### src/rtl/erase_sched_pkg.sv
package erase_sched_pkg;

   typedef enum logic [2:0] {
      ES_IDLE     = 3'd0,
      ES_WINDOW   = 3'd1,
      ES_WIN_HOLD = 3'd2,
      ES_ERASE    = 3'd3,
      ES_HALTING  = 3'd4,
      ES_HALTED   = 3'd5,
      ES_HOLLOW   = 3'd6,
      ES_FAULT    = 3'd7
   } es_state_t;

   function automatic int unsigned max3(input int unsigned a, input int unsigned b,
                                        input int unsigned c);
      int unsigned m;
      m = (a > b) ? a : b;
      return (m > c) ? m : c;
   endfunction

endpackage

### src/rtl/esch_timer.sv
module esch_timer #(
   parameter int unsigned CW = 8
) (
   input  logic          clk,
   input  logic          rst_n,
   input  logic          restart_i,
   input  logic [CW-1:0] limit_i,
   output logic          expire_o
);
   logic [CW-1:0] cnt_q;

   assign expire_o = (cnt_q == (limit_i - CW'(1)));

   always_ff @(posedge clk or negedge rst_n) begin
      if (!rst_n)
         cnt_q <= '0;
      else if (restart_i)
         cnt_q <= '0;
      else if (!expire_o)
         cnt_q <= cnt_q + CW'(1);
   end
endmodule

### src/rtl/esch_pick.sv
module esch_pick #(
   parameter int unsigned NB        = 8,
   parameter bit          LOW_FIRST = 1'b1,
   localparam int unsigned IW       = $clog2(NB)
) (
   input  logic [NB-1:0] req_i,
   output logic [IW-1:0] idx_o,
   output logic          any_o
);
   assign any_o = |req_i;

   generate
      if (LOW_FIRST) begin : g_low
         always_comb begin
            idx_o = '0;
            for (int i = NB - 1; i >= 0; i--)
               if (req_i[i]) idx_o = IW'(i);
         end
      end else begin : g_high
         always_comb begin
            idx_o = '0;
            for (int i = 0; i < NB; i++)
               if (req_i[i]) idx_o = IW'(i);
         end
      end
   endgenerate
endmodule

### src/rtl/erase_sched.sv
module erase_sched
   import erase_sched_pkg::*;
#(
   parameter int unsigned NUM_BLOCKS  = 8,
   parameter int unsigned WINDOW_CYC  = 5000,
   parameter int unsigned EMPTY_CYC   = 10000,
   parameter int unsigned SUSPEND_CYC = 1500,
   parameter bit          LOW_FIRST   = 1'b1,
   localparam int unsigned IW         = $clog2(NUM_BLOCKS)
) (
   input  logic                  clk,
   input  logic                  rst_n,
   input  logic                  sel_pulse_i,
   input  logic [IW-1:0]         sel_idx_i,
   input  logic                  suspend_i,
   input  logic                  resume_i,
   input  logic                  reset_cmd_i,
   input  logic [NUM_BLOCKS-1:0] protect_i,
   input  logic                  erase_done_i,
   input  logic                  erase_fail_i,
   output logic                  erase_req_o,
   output logic [IW-1:0]         erase_idx_o,
   output logic                  busy_o,
   output logic                  started_o,
   output logic                  suspended_o,
   output logic                  error_o,
   output logic [NUM_BLOCKS-1:0] fail_map_o
);
   localparam int unsigned NB   = NUM_BLOCKS;
   localparam int unsigned MAXC = max3(WINDOW_CYC, EMPTY_CYC, SUSPEND_CYC);
   localparam int unsigned CW   = $clog2(MAXC + 1);
   localparam logic [NB-1:0] ONE = NB'(1);

   generate
      if (NUM_BLOCKS < 2) begin : g_chk_nb
         $error("erase_sched: NUM_BLOCKS must be at least 2");
      end
      if (WINDOW_CYC < 1 || EMPTY_CYC < 1 || SUSPEND_CYC < 1) begin : g_chk_cyc
         $error("erase_sched: interval parameters must be at least 1");
      end
   endgenerate

   es_state_t     st_q, st_d;
   logic [NB-1:0] sel_q, sel_d, pend_q, pend_d, fail_q, fail_d;
   logic [NB-1:0] sel_hot, cur_hot, clean_list;
   logic [IW-1:0] pick_idx;
   logic          pick_any;
   logic          launch;
   logic          tmr_restart, tmr_exp;
   logic [CW-1:0] tmr_limit;

   esch_pick #(.NB(NB), .LOW_FIRST(LOW_FIRST)) u_pick (
      .req_i (pend_q),
      .idx_o (pick_idx),
      .any_o (pick_any)
   );

   always_comb begin
      case (st_q)
         ES_HOLLOW:  tmr_limit = CW'(EMPTY_CYC);
         ES_HALTING: tmr_limit = CW'(SUSPEND_CYC);
         default:    tmr_limit = CW'(WINDOW_CYC);
      endcase
   end

   esch_timer #(.CW(CW)) u_timer (
      .clk       (clk),
      .rst_n     (rst_n),
      .restart_i (tmr_restart),
      .limit_i   (tmr_limit),
      .expire_o  (tmr_exp)
   );

   assign sel_hot    = ONE << sel_idx_i;
   assign cur_hot    = ONE << pick_idx;
   assign clean_list = sel_q & ~protect_i;

   always_comb begin
      st_d   = st_q;
      sel_d  = sel_q;
      pend_d = pend_q;
      fail_d = fail_q;
      launch = 1'b0;
      case (st_q)
         ES_IDLE: if (sel_pulse_i) begin
            st_d   = ES_WINDOW;
            sel_d  = sel_hot;
            fail_d = '0;
         end
         ES_WINDOW: begin
            if (sel_pulse_i) sel_d = sel_q | sel_hot;
            if (suspend_i)        st_d   = ES_WIN_HOLD;
            else if (!sel_pulse_i && tmr_exp) launch = 1'b1;
         end
         ES_WIN_HOLD: if (resume_i) launch = 1'b1;
         ES_ERASE: begin
            if (erase_done_i) begin
               pend_d = pend_q & ~cur_hot;
               if (erase_fail_i) fail_d = fail_q | cur_hot;
               if (pend_d == '0)  st_d = (fail_d != '0) ? ES_FAULT : ES_IDLE;
               else if (suspend_i) st_d = ES_HALTING;
            end else if (suspend_i) begin
               st_d = ES_HALTING;
            end
         end
         ES_HALTING: if (tmr_exp)     st_d = ES_HALTED;
         ES_HALTED:  if (resume_i)    st_d = ES_ERASE;
         ES_HOLLOW:  if (tmr_exp)     st_d = ES_IDLE;
         ES_FAULT:   if (reset_cmd_i) st_d = ES_IDLE;
         default:    st_d = ES_IDLE;
      endcase
      if (launch) begin
         pend_d = clean_list;
         st_d   = (clean_list != '0) ? ES_ERASE : ES_HOLLOW;
      end
   end

   assign tmr_restart = (st_d != st_q) || (st_q == ES_WINDOW && sel_pulse_i);

   always_ff @(posedge clk or negedge rst_n) begin
      if (!rst_n) begin
         st_q   <= ES_IDLE;
         sel_q  <= '0;
         pend_q <= '0;
         fail_q <= '0;
      end else begin
         st_q   <= st_d;
         sel_q  <= sel_d;
         pend_q <= pend_d;
         fail_q <= fail_d;
      end
   end

   assign erase_req_o = (st_q == ES_ERASE) && pick_any;
   assign erase_idx_o = pick_idx;
   assign busy_o      = (st_q == ES_WINDOW) || (st_q == ES_ERASE) ||
                        (st_q == ES_HALTING) || (st_q == ES_HOLLOW);
   assign started_o   = (st_q == ES_ERASE) || (st_q == ES_HALTING) ||
                        (st_q == ES_HALTED) || (st_q == ES_HOLLOW);
   assign suspended_o = (st_q == ES_WIN_HOLD) || (st_q == ES_HALTED);
   assign error_o     = (st_q == ES_FAULT);
   assign fail_map_o  = fail_q;

   AST_LIST_CLOSED: assert property (@(posedge clk) disable iff (!rst_n)
      (started_o && sel_pulse_i) |=> $stable(sel_q));
   AST_REQ_LISTED: assert property (@(posedge clk) disable iff (!rst_n)
      erase_req_o |-> sel_q[erase_idx_o]);
   AST_DONE_RETIRES: assert property (@(posedge clk) disable iff (!rst_n)
      (erase_req_o && erase_done_i) |=> !pend_q[$past(erase_idx_o)]);
   AST_SUSP_DROPS_REQ: assert property (@(posedge clk) disable iff (!rst_n)
      (erase_req_o && suspend_i && !erase_done_i) |=> !erase_req_o);
   AST_WIN_PARKED: assert property (@(posedge clk) disable iff (!rst_n)
      (suspended_o && !started_o && !resume_i) |=> !started_o);
   AST_ERR_STICKY: assert property (@(posedge clk) disable iff (!rst_n)
      (error_o && !reset_cmd_i) |=> error_o);
endmodule

### config.mk
export PLATFORM = sky130hd
export DESIGN_NAME = erase_sched
export DESIGN_NICKNAME = d
export VERILOG_FILES = /design/src/rtl/erase_sched_pkg.sv /design/src/rtl/esch_timer.sv /design/src/rtl/esch_pick.sv /design/src/rtl/erase_sched.sv
export SDC_FILE = /design/constraint.sdc
export NUM_CORES = 1
export LEC_CHECK = 0
export ABC_AREA = 1
export BUFFER_PORTS_ARGS = -buffer_cell sky130_fd_sc_hd__buf_2
export CAP_MARGIN = 30
export CORE_UTILIZATION = 25
export CTS_CLUSTER_SIZE = 10
export DETAILED_ROUTE_END_ITERATION = 7
export PLACE_DENSITY = 0.4
export SLEW_MARGIN = 10
export SYNTH_ARGS = -nofsm -noshare
export SYNTH_HDL_FRONTEND = slang
export SYNTH_SLANG_ARGS = --single-unit
### constraint.sdc
create_clock -name clk -period 2.75 [get_ports clk]
set_input_delay 0.275 -clock clk [delete_from_list [all_inputs] [get_ports clk]]
set_output_delay 0.275 -clock clk [all_outputs]
set_load 0.01 [all_outputs]
==> run summary, run 1 <==
After detailed routing, the number of remaining DRC violations is 0. Setup repair after global routing left no endpoint under its margin. The critical path is of the register to register type.

Clock skew on the completed layout was measured at 0.00880 ns. The setup check on the worst reg-to-reg path leaves a slack of 0.27 ns. The adder-cell share of the synthesized area is 0.497%, and the cell count after placement is 522. The H-tree generated during clock tree synthesis spans 2 levels. The synthesized netlist devotes 4.52% of its cell area to XOR and XNOR gates. The floorplan has 36 rows.

The run gives 0 as the total inserted antenna cells. The peak-usage layer in the global routing report is met2. For this block, the initial DRC count from the detailed router was 136. Data arrives at the worst endpoint at 2.66 ns. After layout, the design draws a total of 3.29 mW. Summing the areas of all compound-gate instances in the mapped netlist gives 10.6% of the synthesized area. The synthesized design spends more area on one cell type than any other, namely dfrtp_1.

The number of buffers added by the clock tree synthesis step was 5; the final layout net count was 421. Largest family of logic cells by synthesized area: simple AND/OR/NAND/NOR gates. Routed length per placed instance: 13.1 µm. The via count of the routed design was 2389.

The worst hold path belongs to the class input port to register. For the finished layout, the period the worst path requires is 2.48 ns. The count of pins on the block boundary was 35. The initial utilization of the core area, before any placement, comes to 25.8%. Depth of the worst hold-timing path: 3.

The die is 102 µm wide. The logs give 0 for the total congestion overflow and 20.4% for the met1 track demand over resource. By area the synthesized netlist is led by dfrtp_1 41%, inv_1 10%, nand2_1 9.1%, nand3_1 6.4%, nor2_1 6.3%. The die is 102 µm tall. The full die area is 10500 µm², and the number of setup violations in the final report is 0.

The run gives 31 as the number of distinct library cells after synthesis. The post-route netlist has 21.1% of its cells at a drive strength greater than 1. A synthesized cell averages 7.20 µm². The reported max-cap violation count is 0, and the final core utilization is 31.3%. The power density over the cells is 1070 nW/µm². Counting every net in the synthesized netlist gives 370.

The clock passes through at most 2 buffers. The tools report the type of element capturing the critical path as a register. The flow ran to the end, and the final reports show no timing, DRC or antenna violations.

The placed instances occupy a cell area of 2900 µm². The count of nets left with antenna violations once routing finished came out at 0. In this run the worst setup path begins at pend_q[4]$_DFFE_PN0P_.

At the later pin of the worst-skew pair, clock insertion delay measures 0.30 ns. CTS saw 41 sinks. The library cell used most frequently in the layout, excluding fill and tap cells, is inv_1. The portion of netlist area occupied by mux cells was 0.397%; the final hold violation count was 0.

The endpoint identified for the worst register-to-register timing path is u_timer.cnt_q[8]$_DFFE_PN0P_. The worst setup path is launched from a register. The logs give 2.67% for the fraction of met3 tracks used by global routing and 67.6% for the relative slew slack.

The final worst-path cycle share was 90.1%. TritonCTS built the clock tree. The number of storage elements in the synthesis netlist works out to 41. The tools report the clock tree root driver cell as clkbuf_8.

Routability-driven placement finished with a final weighted congestion of 0.815. The via count of the first global-routing pass was 2423. For this block, the routed nets add up to 7010 µm of wire. In this run the cell area of the synthesized design comes to 2520 µm².

The initial antenna violation count was 0; the met2 global-route usage was 22.7%. The count of buffers from port buffering came out at 34. Total negative slack: 0 ns.

The clock transition time at the flip-flop clock pins of the worst setup and hold paths came out at 0.09 ns. In this run the static leakage power is 1.51 nW. The worst-case IR drop observed on VDD is 0.360 mV.

After the flow finishes, the layout carries non-filler instances totaling 535. The fmax was 403 MHz; the required time of the critical path was 2.93 ns. The number of cells traversed by the worst register-to-register path works out to 17. The end point of the worst hold path was pend_q[0]$_DFFE_PN0P_. Total routing resource utilization after global routing: 14.5%. In the layout the commonest cells are 68 x inv_1, 60 x nand2_1, 41 x dfrtp_1. The largest fanout of any net on the critical path works out to 7. The fraction of the mapped netlist area in simple logic gates works out to 31.7%. The startpoint identified for the worst hold timing path is protect_i[0].

The placeable core region was 9770 µm²; the detailed-route vias per instance was 4.47. Compared with the post-synthesis result, the final layout area differs by 21.6%. The tools report the startpoint of the worst-slack reg-to-reg timing path as pend_q[4]$_DFFE_PN0P_. With fillers left out, the area of the finished cells amounts to 3060 µm². For this run, the number of Yosys warnings is 0. The number of max-slew violations in the final report is 0, and the number of optimization iterations in the first detailed-route pass is 4. The logs give 11700 µm for the wire length of the first global-routing pass and 350 for the instance count of the mapped netlist.

The logs give 40.7% for the sequential share of the synthesized area and 33 for the pin count of the biggest net entering global routing. The transition time at the pin with the least slew margin works out to 0.474 ns. In this run the biggest area consumer among cell types represents 40.7% of the synthesized area. Summed over all nets, the half-perimeter wirelength after detailed placement is 5370 µm.
-- worst max-delay path: stages, from the launching register on --
cell	delay [ns]
dfrtp_1	0.40
inv_1	0.11
nand2_1	0.07
nor2_1	0.22
nor2_4	0.10
buf_4	0.15
o21ai_2	0.14
nand4_1	0.15
nor3_1	0.16
nand2_1	0.10
nand2_1	0.08
nand2_2	0.07
nand3_1	0.08
nand2_1	0.07
nor2_1	0.18
nor2_4	0.09
nand2_4	0.15
nor2_2	0.05
-- synthesized netlist by cell type (all sizes together) --
master	count
nor4	2
o21bai	1
nand3	33
clkinv	1
nand2	65
dfrtp	41
o211ai	1
inv	73
o22ai	13
xor2	11
nand4	6
o21ai	15
a21oi	7
xnor2	2
a2111oi	1
ha	1
nor2	54
buf	1
o41ai	2
nor3	9
or2	6
o221ai	2
mux2i	1
a221oi	2
-- power breakdown --
part | internal [mW] | switching (mW)
Clock | 0.176 | 0.233
Combinational | 0.677 | 1.34
Sequential | 0.756 | 0.107
-- sequential cells by signal, summed over array words and instances, names as in the netlist --
register,count
pend_q,8
sel_q,8
u_timer.cnt_q,14
st_q,3
fail_map_o,8
-- layer usage --
layer | vias to the layer above | wire length (µm)
met5 | - | 0
met4 | 0 | 82
met3 | 7 | 333
met2 | 57 | 3130
met1 | 1104 | 3470
li1 | 1221 | -
-- through the flow --
stage | hold WS (ns) | setup slack, ns
after floorplan | -0.0206 | 0.560
after global placement | 0.480 | 0.124
after detailed placement | 0.174 | 0.102
after CTS | 0.269 | 0.0805
after global routing | 0.286 | 0.00757
final | 0.275 | 0.272
-- worst max-delay path by stage --
stage          cells after the start                             to
6_report                          17   u_timer.cnt_q[8]$_DFFE_PN0P_
3_5_place_dp                      19  u_timer.cnt_q[12]$_DFFE_PN0P_
4_1_cts                           19  u_timer.cnt_q[10]$_DFFE_PN0P_
5_1_grt                           19  u_timer.cnt_q[11]$_DFFE_PN0P_
3_3_place_gp                      19  u_timer.cnt_q[11]$_DFFE_PN0P_
2_1_floorplan                     17   u_timer.cnt_q[3]$_DFFE_PN0P_
-- cells by family after synthesis --
logic type | after synthesis
buffers and inverters | 75
adders and majority gates | 1
DFF | 41
xor gates and xnor gates | 13
muxes | 1
and+or+nand+nor | 175
AOI/OAI and AO/OA | 44
-- final cells by class --
class | instances | area, µm²
Clock buffer | 5 | 68.8
Clock inverter | 3 | 17.5
Inverter | 74 | 278
Tap cell | 133 | 166
Fill cell | 1115 | 6710
Sequential cell | 41 | 1030
Multi-Input combinational cell | 235 | 1240
Timing Repair Buffer | 44 | 260
-- repair_timing --
action / in CTS / in global routing
resized for setup: 0 / 10
setup endpoints to repair: 0 / 14
hold buffers: 1 / 0
endpoints found under the hold margin: 9 / 0
buffers inserted: 0 / 3
Power figures use the tool's default switching activity.
==> inputs of run 2 (changes only) <==
--- a/config.mk
+++ b/config.mk
@@ -12,6 +12,7 @@
 export CTS_CLUSTER_SIZE = 10
 export DETAILED_ROUTE_END_ITERATION = 7
 export PLACE_DENSITY = 0.4
+export REMOVE_ABC_BUFFERS = 1
 export SLEW_MARGIN = 10
 export SYNTH_ARGS = -nofsm -noshare
 export SYNTH_HDL_FRONTEND = slang
==> run 2 against run 1 <==
Compared with the run above:
- sequential cell count stayed put
- die area stayed put
- design area is 0.49% lower
- count of clock-buffer cells in the layout is 1 higher
- wire length is 2.9% lower
- critical endpoint is now u_timer.cnt_q[12]$_DFFE_PN0P_
- clock skew is 0.0027 ns higher
- fmax is 1.5% higher
- global-route usage is 0.57 points lower
- sequential power is 0.5% higher
==> run summary, run 2 (synthesized netlist as in run 1, its figures left out) <==
Hold path startpoint: protect_i[0]. The detailed-route vias per instance came out at 4.46 (about the same). The min-delay analysis places its worst path in the category input port to register.

In the layout the commonest cells are 68 x inv_1, 60 x nand2_1, 41 x dfrtp_1. The routed length per placed instance was 12.8 µm (-2.5%); the total routing resource utilization after global routing was 13.9% (-0.57 points). For the wire length of the first global-routing pass, the log shows 11200 µm (-4.4%). The transition time at the pin with the least slew margin works out to 0.462 ns (-0.0119 ns). The relative slew slack is 69.2% (+1.6 points), and the die extent in y is 102 µm (unchanged). The number of flip-flops under the largest register name came out at 14 (unchanged). The number of cells traversed by the worst register-to-register path is 21 (+4).

Leaving out fill and tap cells, the most frequent cell in the layout is inv_1. Final clock skew: 0.0115 ns (+0.00268 ns). Final hold violation count: 0 (unchanged).

The half-perimeter wire length after placement was 5270 µm (-1.9%). The proportion of layout cells with a drive suffix above 1 came out at 21.0% (-0.14 points). The tools report the via count of the routed design as 2378 (-0.46%). The clock period minus final worst setup slack works out to 2.44 ns (-0.0373 ns). The clock transition time at the flip-flop clock pins of the worst setup and hold paths is 0.08 ns (about the same).

The worst setup path is captured at a register. The logs give 2.67 ns (about the same) for the arrival time of the worst setup path and 419 (-0.48%) for the final layout net count. The maximum clock path buffer count came out at 2 (unchanged).

For the count of standard-cell rows, the log shows 36 (unchanged). The number of buffers added by the clock tree synthesis step is 5 (unchanged), and the leakage power is 1.50 nW (-0.84%). The instance area after placement is 2900 µm² (unchanged), and the largest fanout of any net on the critical path is 7 (unchanged). The run gives 10500 µm² (unchanged) as the full die area. The count of pins on the block boundary came out at 35 (unchanged).

The via count of the first global-routing pass was 2348 (-3.1%); the post-route antenna net violation count was 0 (unchanged). The run gives 0 (unchanged) as the reported max-cap violation count. TritonCTS built the clock tree.

The initial cell density of the core was 25.8% (unchanged); the total length of routed wires was 6810 µm (-2.9%). The worst register-to-register path begins at pend_q[6]$_DFFE_PN0P_. The initial antenna violation count came out at 0 (unchanged). The number of max-slew violations in the final report is 0 (unchanged).

Final worst-path cycle share: 88.8% (-1.4 points). The run gives 0.30 ns (about the same) as the later-pin clock latency in the skew report. The run gives 2.98 ns (+0.05 ns) as the required time of the critical path. The number of optimization iterations in the first detailed-route pass was 4 (unchanged). The die span in x works out to 102 µm (unchanged). Ranked by flip-flop count, first place goes to u_timer.cnt_q. Power density over the cells: 1070 nW/µm² (-0.88%). For hold timing, the worst endpoint is pend_q[0]$_DFFE_PN0P_. The count of unresolved DRC violations after routing was 0 (unchanged). The count of buffers from port buffering was 34 (unchanged); the number of H-tree branching levels was 2 (unchanged).

Clock tree synthesis selected as its root buffer the cell clkbuf_8. Pin count of the biggest net entering global routing: 25 (-24%). Terminus of the critical flop-to-flop path: u_timer.cnt_q[12]$_DFFE_PN0P_. The worst setup path is of the register to register kind. The total inserted antenna cells is 0 (unchanged), and the setup slack on the worst flop-to-flop path is 0.31 ns (+0.04 ns).

The total clock sinks is 41 (unchanged). The worst ir drop on vdd was 0.271 mV (-25%); the number of setup violations in the final report was 0 (unchanged). The synthesis-to-layout area growth is 21.0%, and the placeable core region is 9770 µm² (unchanged). The depth of the worst hold-timing path works out to 3 (unchanged).

Worst hold slack after final layout: 0.282 ns (+0.00680 ns). The flow ran to the end, and the final reports show no timing, DRC or antenna violations. The iteration-0 DRC count of the detailed router is 86 (-37%).

The kind of start point of the critical path was a register. The finished layout cell area is 3050 µm² (-0.49%), and the fmax is 410 MHz (+1.5%). The total congestion overflow came out at 0 (unchanged).

The tools report the routability congestion estimate as 0.812 (-0.34%).
## run 2: layer usage
layer  track usage [%]  up-vias  routed length (µm)  part of all wire [%]
li1                  -     1218                   -                     -
met1              19.0     1106                3380                    50
met2              22.4       50                3090                    45
met3              2.67        4                 281                   4.1
met4              3.63        0                  59                  0.87
met5                 0        -                   0                     0
## run 2: power by group
group / leakage, nW / switching (mW) / internal (mW)
logic: 0.897 / 1.35 / 0.630
clock network: 0.0450 / 0.221 / 0.176
registers: 0.559 / 0.111 / 0.757
total: 1.50 / 1.68 / 1.56
## run 2: layout make-up
class	count	area (µm²)
clock buffer	6	72.6
clock inverter	2	10.0
fill	1108	6730
inverter	74	278
multi-input combinational	236	1260
sequential	41	1030
tap	133	166
timing repair buffer	41	238
## run 2: timing repair
| action | CTS | global route |
|---|---|---|
| hold buffers | 1 | 0 |
| endpoints found under the hold margin | 17 | 0 |
| gates resized for setup | 0 | 13 |
| endpoints found under the setup margin | 0 | 14 |
| setup buffers | 0 | 0 |
## run 2: worst max-delay path by stage
stage                     startpoint                       endpoint  slack, ns  depth (start not counted)
2_1_floorplan  pend_q[1]$_DFFE_PN0P_  u_timer.cnt_q[10]$_DFFE_PN0P_       0.53                         16
3_3_place_gp   pend_q[1]$_DFFE_PN0P_  u_timer.cnt_q[10]$_DFFE_PN0P_       0.15                         16
3_5_place_dp   pend_q[1]$_DFFE_PN0P_  u_timer.cnt_q[10]$_DFFE_PN0P_       0.17                         16
4_1_cts        pend_q[1]$_DFFE_PN0P_  u_timer.cnt_q[12]$_DFFE_PN0P_       0.15                         16
5_1_grt        pend_q[6]$_DFFE_PN0P_  u_timer.cnt_q[12]$_DFFE_PN0P_      -0.04                         21
6_report       pend_q[6]$_DFFE_PN0P_  u_timer.cnt_q[12]$_DFFE_PN0P_       0.31                         21
## run 2: through the flow
step           std cells  total power, mW  worst slack (ns)  setup TNS, ns  utilization (%)
2_1_floorplan        349             2.14             0.535              0                -
3_3_place_gp         521             2.69             0.148              0             29.5
3_5_place_dp         522             2.67             0.167              0             29.7
4_1_cts              531             3.08             0.148              0             30.6
5_1_grt              533             3.60           -0.0392         -0.162             31.2
6_report             533             3.25             0.309              0             31.2
## run 2: worst max-delay path, stage by stage (launching register included)
cell	delay, ns
dfrtp_1	0.41
inv_1	0.08
nand2_1	0.05
nand2_1	0.05
nand2_1	0.04
nand2_1	0.09
nand2_1	0.12
nand2_1	0.13
nand2_1	0.11
nand4_1	0.12
nand3_1	0.08
nor2_1	0.13
nand2_1	0.08
nand2_1	0.08
nand2_1	0.07
nand2_2	0.08
nand2_2	0.05
nand2_1	0.06
nand3_1	0.11
nor2_4	0.21
nand2_4	0.13
nor2_1	0.11
==> inputs of run 3 (changes only) <==
--- a/config.mk
+++ b/config.mk
@@ -13,7 +13,6 @@
 export DETAILED_ROUTE_END_ITERATION = 7
 export PLACE_DENSITY = 0.4
 export REMOVE_ABC_BUFFERS = 1
-export SLEW_MARGIN = 10
 export SYNTH_ARGS = -nofsm -noshare
 export SYNTH_HDL_FRONTEND = slang
 export SYNTH_SLANG_ARGS = --single-unit
==> constraint.sdc (replaced) <==
create_clock -name clk -period 2.75 [get_ports clk]
set_input_delay 0 -clock clk [delete_from_list [all_inputs] [get_ports clk]]
set_output_delay 0 -clock clk [all_outputs]
set_load 0.01 [all_outputs]
==> run 3 against run 2 <==
Compared with the run above:
- sequential power about the same
- non-clock buffer count increased by 2
- via count decreased by 0.59%
- register-to-register slack about the same
- wire length increased by 0.37%
- clock skew about the same
- total power about the same
- worst setup slack improved by 0.011 ns
- sequential share of layout area decreased by 0.22 points
- global-route usage about the same
==> run summary, run 3 (synthesized netlist as in run 1, its figures left out) <==
The run gives 5270 µm (unchanged) as the half-perimeter wire length after placement. The start-to-end type of the worst setup path was register to register. The reported max-cap violation count is 0 (unchanged), and the leakage power is 1.51 nW (+0.56%).

The run gives 3070 µm² (+0.66%) as the finished layout cell area. Iteration-0 DRC count of the detailed router: 92 (+7.0%). The placeable core region is 9770 µm² (unchanged), and the met2 global-route usage is 22.4% (unchanged).

The logs give 6830 µm (+0.37%) for the total length of routed wires and 0 (unchanged) for the number of max-slew violations in the final report. The clock period minus final worst setup slack was 2.43 ns (-0.0111 ns); the number of buffers added by the clock tree synthesis step was 5 (unchanged). The number of fill cells in the layout is 1106 (-0.18%), and the number of setup violations in the final report is 0 (unchanged). Power density over the cells: 1060 nW/µm² (-0.60%). The die span in x works out to 102 µm (unchanged). The most common cell after layout, fill and taps aside is inv_1. The number of optimization iterations in the first detailed-route pass was 4 (unchanged); the final clock skew was 0.0114 ns (-0.0000455 ns). Via count of the routed design: 2364 (-0.59%).

The count of buffers from port buffering works out to 34 (unchanged). The synthesis-to-layout area growth came out at 21.8%. TritonCTS built the clock tree. Final worst-path cycle share: 88.4% (-0.40 points). The top cell types in the final layout, fill and taps aside, are 68 x inv_1, 60 x nand2_1, 41 x dfrtp_1. The routability congestion estimate is 0.812 (unchanged).

For the post-route antenna net violation count, the log shows 0 (unchanged). Type of element capturing the critical path: a register. The pin count of the biggest net entering global routing came out at 25 (unchanged). Cell count after placement: 522 (unchanged). Arrival time of the worst setup path: 2.66 ns (about the same). The detailed-route vias per instance works out to 4.42 (-0.96%). More flip-flops sit in one register than any other, and that register is u_timer.cnt_q.

The largest fanout of any net on the critical path is 7 (unchanged), and the count of standard-cell rows is 36 (unchanged). The logs give 2 (unchanged) for the number of H-tree branching levels and 19.1% (+0.084 points) for the met1 track demand over resource. The kind of start point of the critical path was a register. The proportion of layout cells with a drive suffix above 1 was 20.9% (-0.10 points); the fraction of met3 tracks used by global routing was 2.67% (unchanged). The initial antenna violation count was 0 (unchanged); the via count of the first global-routing pass was 2354 (+0.26%). The clock transition time at the flip-flop clock pins of the worst setup and hold paths was 0.08 ns (about the same). For the initial cell density of the core, the log shows 25.8% (unchanged). Number of flip-flops under the largest register name: 14 (unchanged). For the later-pin clock latency in the skew report, the log shows 0.30 ns (about the same). The worst ir drop on vdd is 0.271 mV (about the same), and the total clock sinks is 41 (unchanged).

The required time of the critical path is 2.98 ns (about the same). Transition time at the pin with the least slew margin: 0.462 ns (+0.0000710 ns). Wire length of the first global-routing pass: 11200 µm (+0.25%). The number of cells in the finished layout apart from fillers came out at 535 (+0.38%).

Count of pins on the block boundary: 35 (unchanged). Post-layout total power: 3.25 mW (about the same). The logs give 2 (unchanged) for the maximum clock path buffer count and 1030 µm² (unchanged) for the flip-flop and latch area. The count of unresolved DRC violations after routing is 0 (unchanged). The instance area after placement is 2900 µm² (unchanged), and the total routing resource utilization after global routing is 13.9% (+0.029 points).

The final core utilization was 31.4% (+0.20 points). For the combined area of the multi-input logic cells, the log shows 1260 µm² (unchanged). In this run the worst hold path is classified as input port to register. The clock tree root driver cell is clkbuf_8. The final layout net count was 421 (+0.48%); the full die area was 10500 µm² (unchanged). Fmax: 412 MHz (+0.46%). The peak-usage layer in the global routing report is met2. The total congestion overflow came out at 0 (unchanged). The flow ran to the end, and the final reports show no timing, DRC or antenna violations. The total inserted antenna cells was 0 (unchanged); the final hold violation count was 0 (unchanged).

The routed length per placed instance is 12.8 µm (about the same), and the worst hold slack after final layout is 0.0216 ns (-0.261 ns). Relative slew slack: 69.2% (about the same). The die extent in y is 102 µm (unchanged).
run 3: per-stage QoR:
stage	worst slack [ns]	setup TNS (ns)
detailed placement	0.167	0
CTS	0.148	0
finish	0.320	0
global placement	0.148	0
global route	-0.0392	-0.162
floorplan	0.535	0
run 3: routing by layer:
metal / vias to the layer above / wire length (µm)
met1: 1098 / 3400
met2: 41 / 3120
met4: 0 / 59
met3: 4 / 260
li1: 1221 / -
met5: - / 0
run 3: final timing paths:
check	from	end	slack [ns]	cells past startpoint
setup / recovery	pend_q[1]$_DFFE_PN0P_	u_timer.cnt_q[12]$_DFFE_PN0P_	0.32	17
hold / removal	sel_idx_i[2]	sel_q[6]$_DFFE_PN0P_	0.02	3
setup reg to reg	pend_q[1]$_DFFE_PN0P_	u_timer.cnt_q[12]$_DFFE_PN0P_	0.32	17
hold reg to reg	pend_q[2]$_DFFE_PN0P_	pend_q[2]$_DFFE_PN0P_	0.51	2
max in group asynchronous	rst_n	st_q[2]$_DFF_PN0_	2.08	3
min in group asynchronous	rst_n	u_timer.cnt_q[7]$_DFFE_PN0P_	0.18	2
run 3: what timing repair did:
item                                   4_1_cts  5_1_grt
endpoints found under the hold margin       19        0
gates resized for setup                      0       13
hold buffers                                 3        0
setup endpoints to repair                    0       14
buffers inserted                             0        0
run 3: final cells by class:
type	instances	area share (%)
repair buffers	43	8.40
well taps	133	5.43
inverters	74	9.06
multi-input cells	236	41.0
flip-flops and latches	41	33.5
clock buffers	6	2.37
clock inverters	2	0.326
run 3: where the power goes:
group / internal (mW) / total, mW / switching, mW
registers: 0.757 / 0.868 / 0.111
clock network: 0.176 / 0.397 / 0.221
logic: 0.632 / 1.98 / 1.35
total: 1.57 / 3.25 / 1.68
run 3: critical path: stages (launching register included):
cell and delay [ns]:
dfrtp_1 0.44, nor2_4 0.16, nand3_1 0.11, nand2_2 0.14, nand3_2 0.15, o21ai_2 0.17, nand4_1 0.14, nor2_1 0.11
nand2_1 0.08, nand2_1 0.06, nand2_1 0.06, nand2_2 0.08, nand2_2 0.05, nand2_1 0.06, nand3_1 0.11, nor2_4 0.21
nand2_4 0.13, nor2_1 0.11
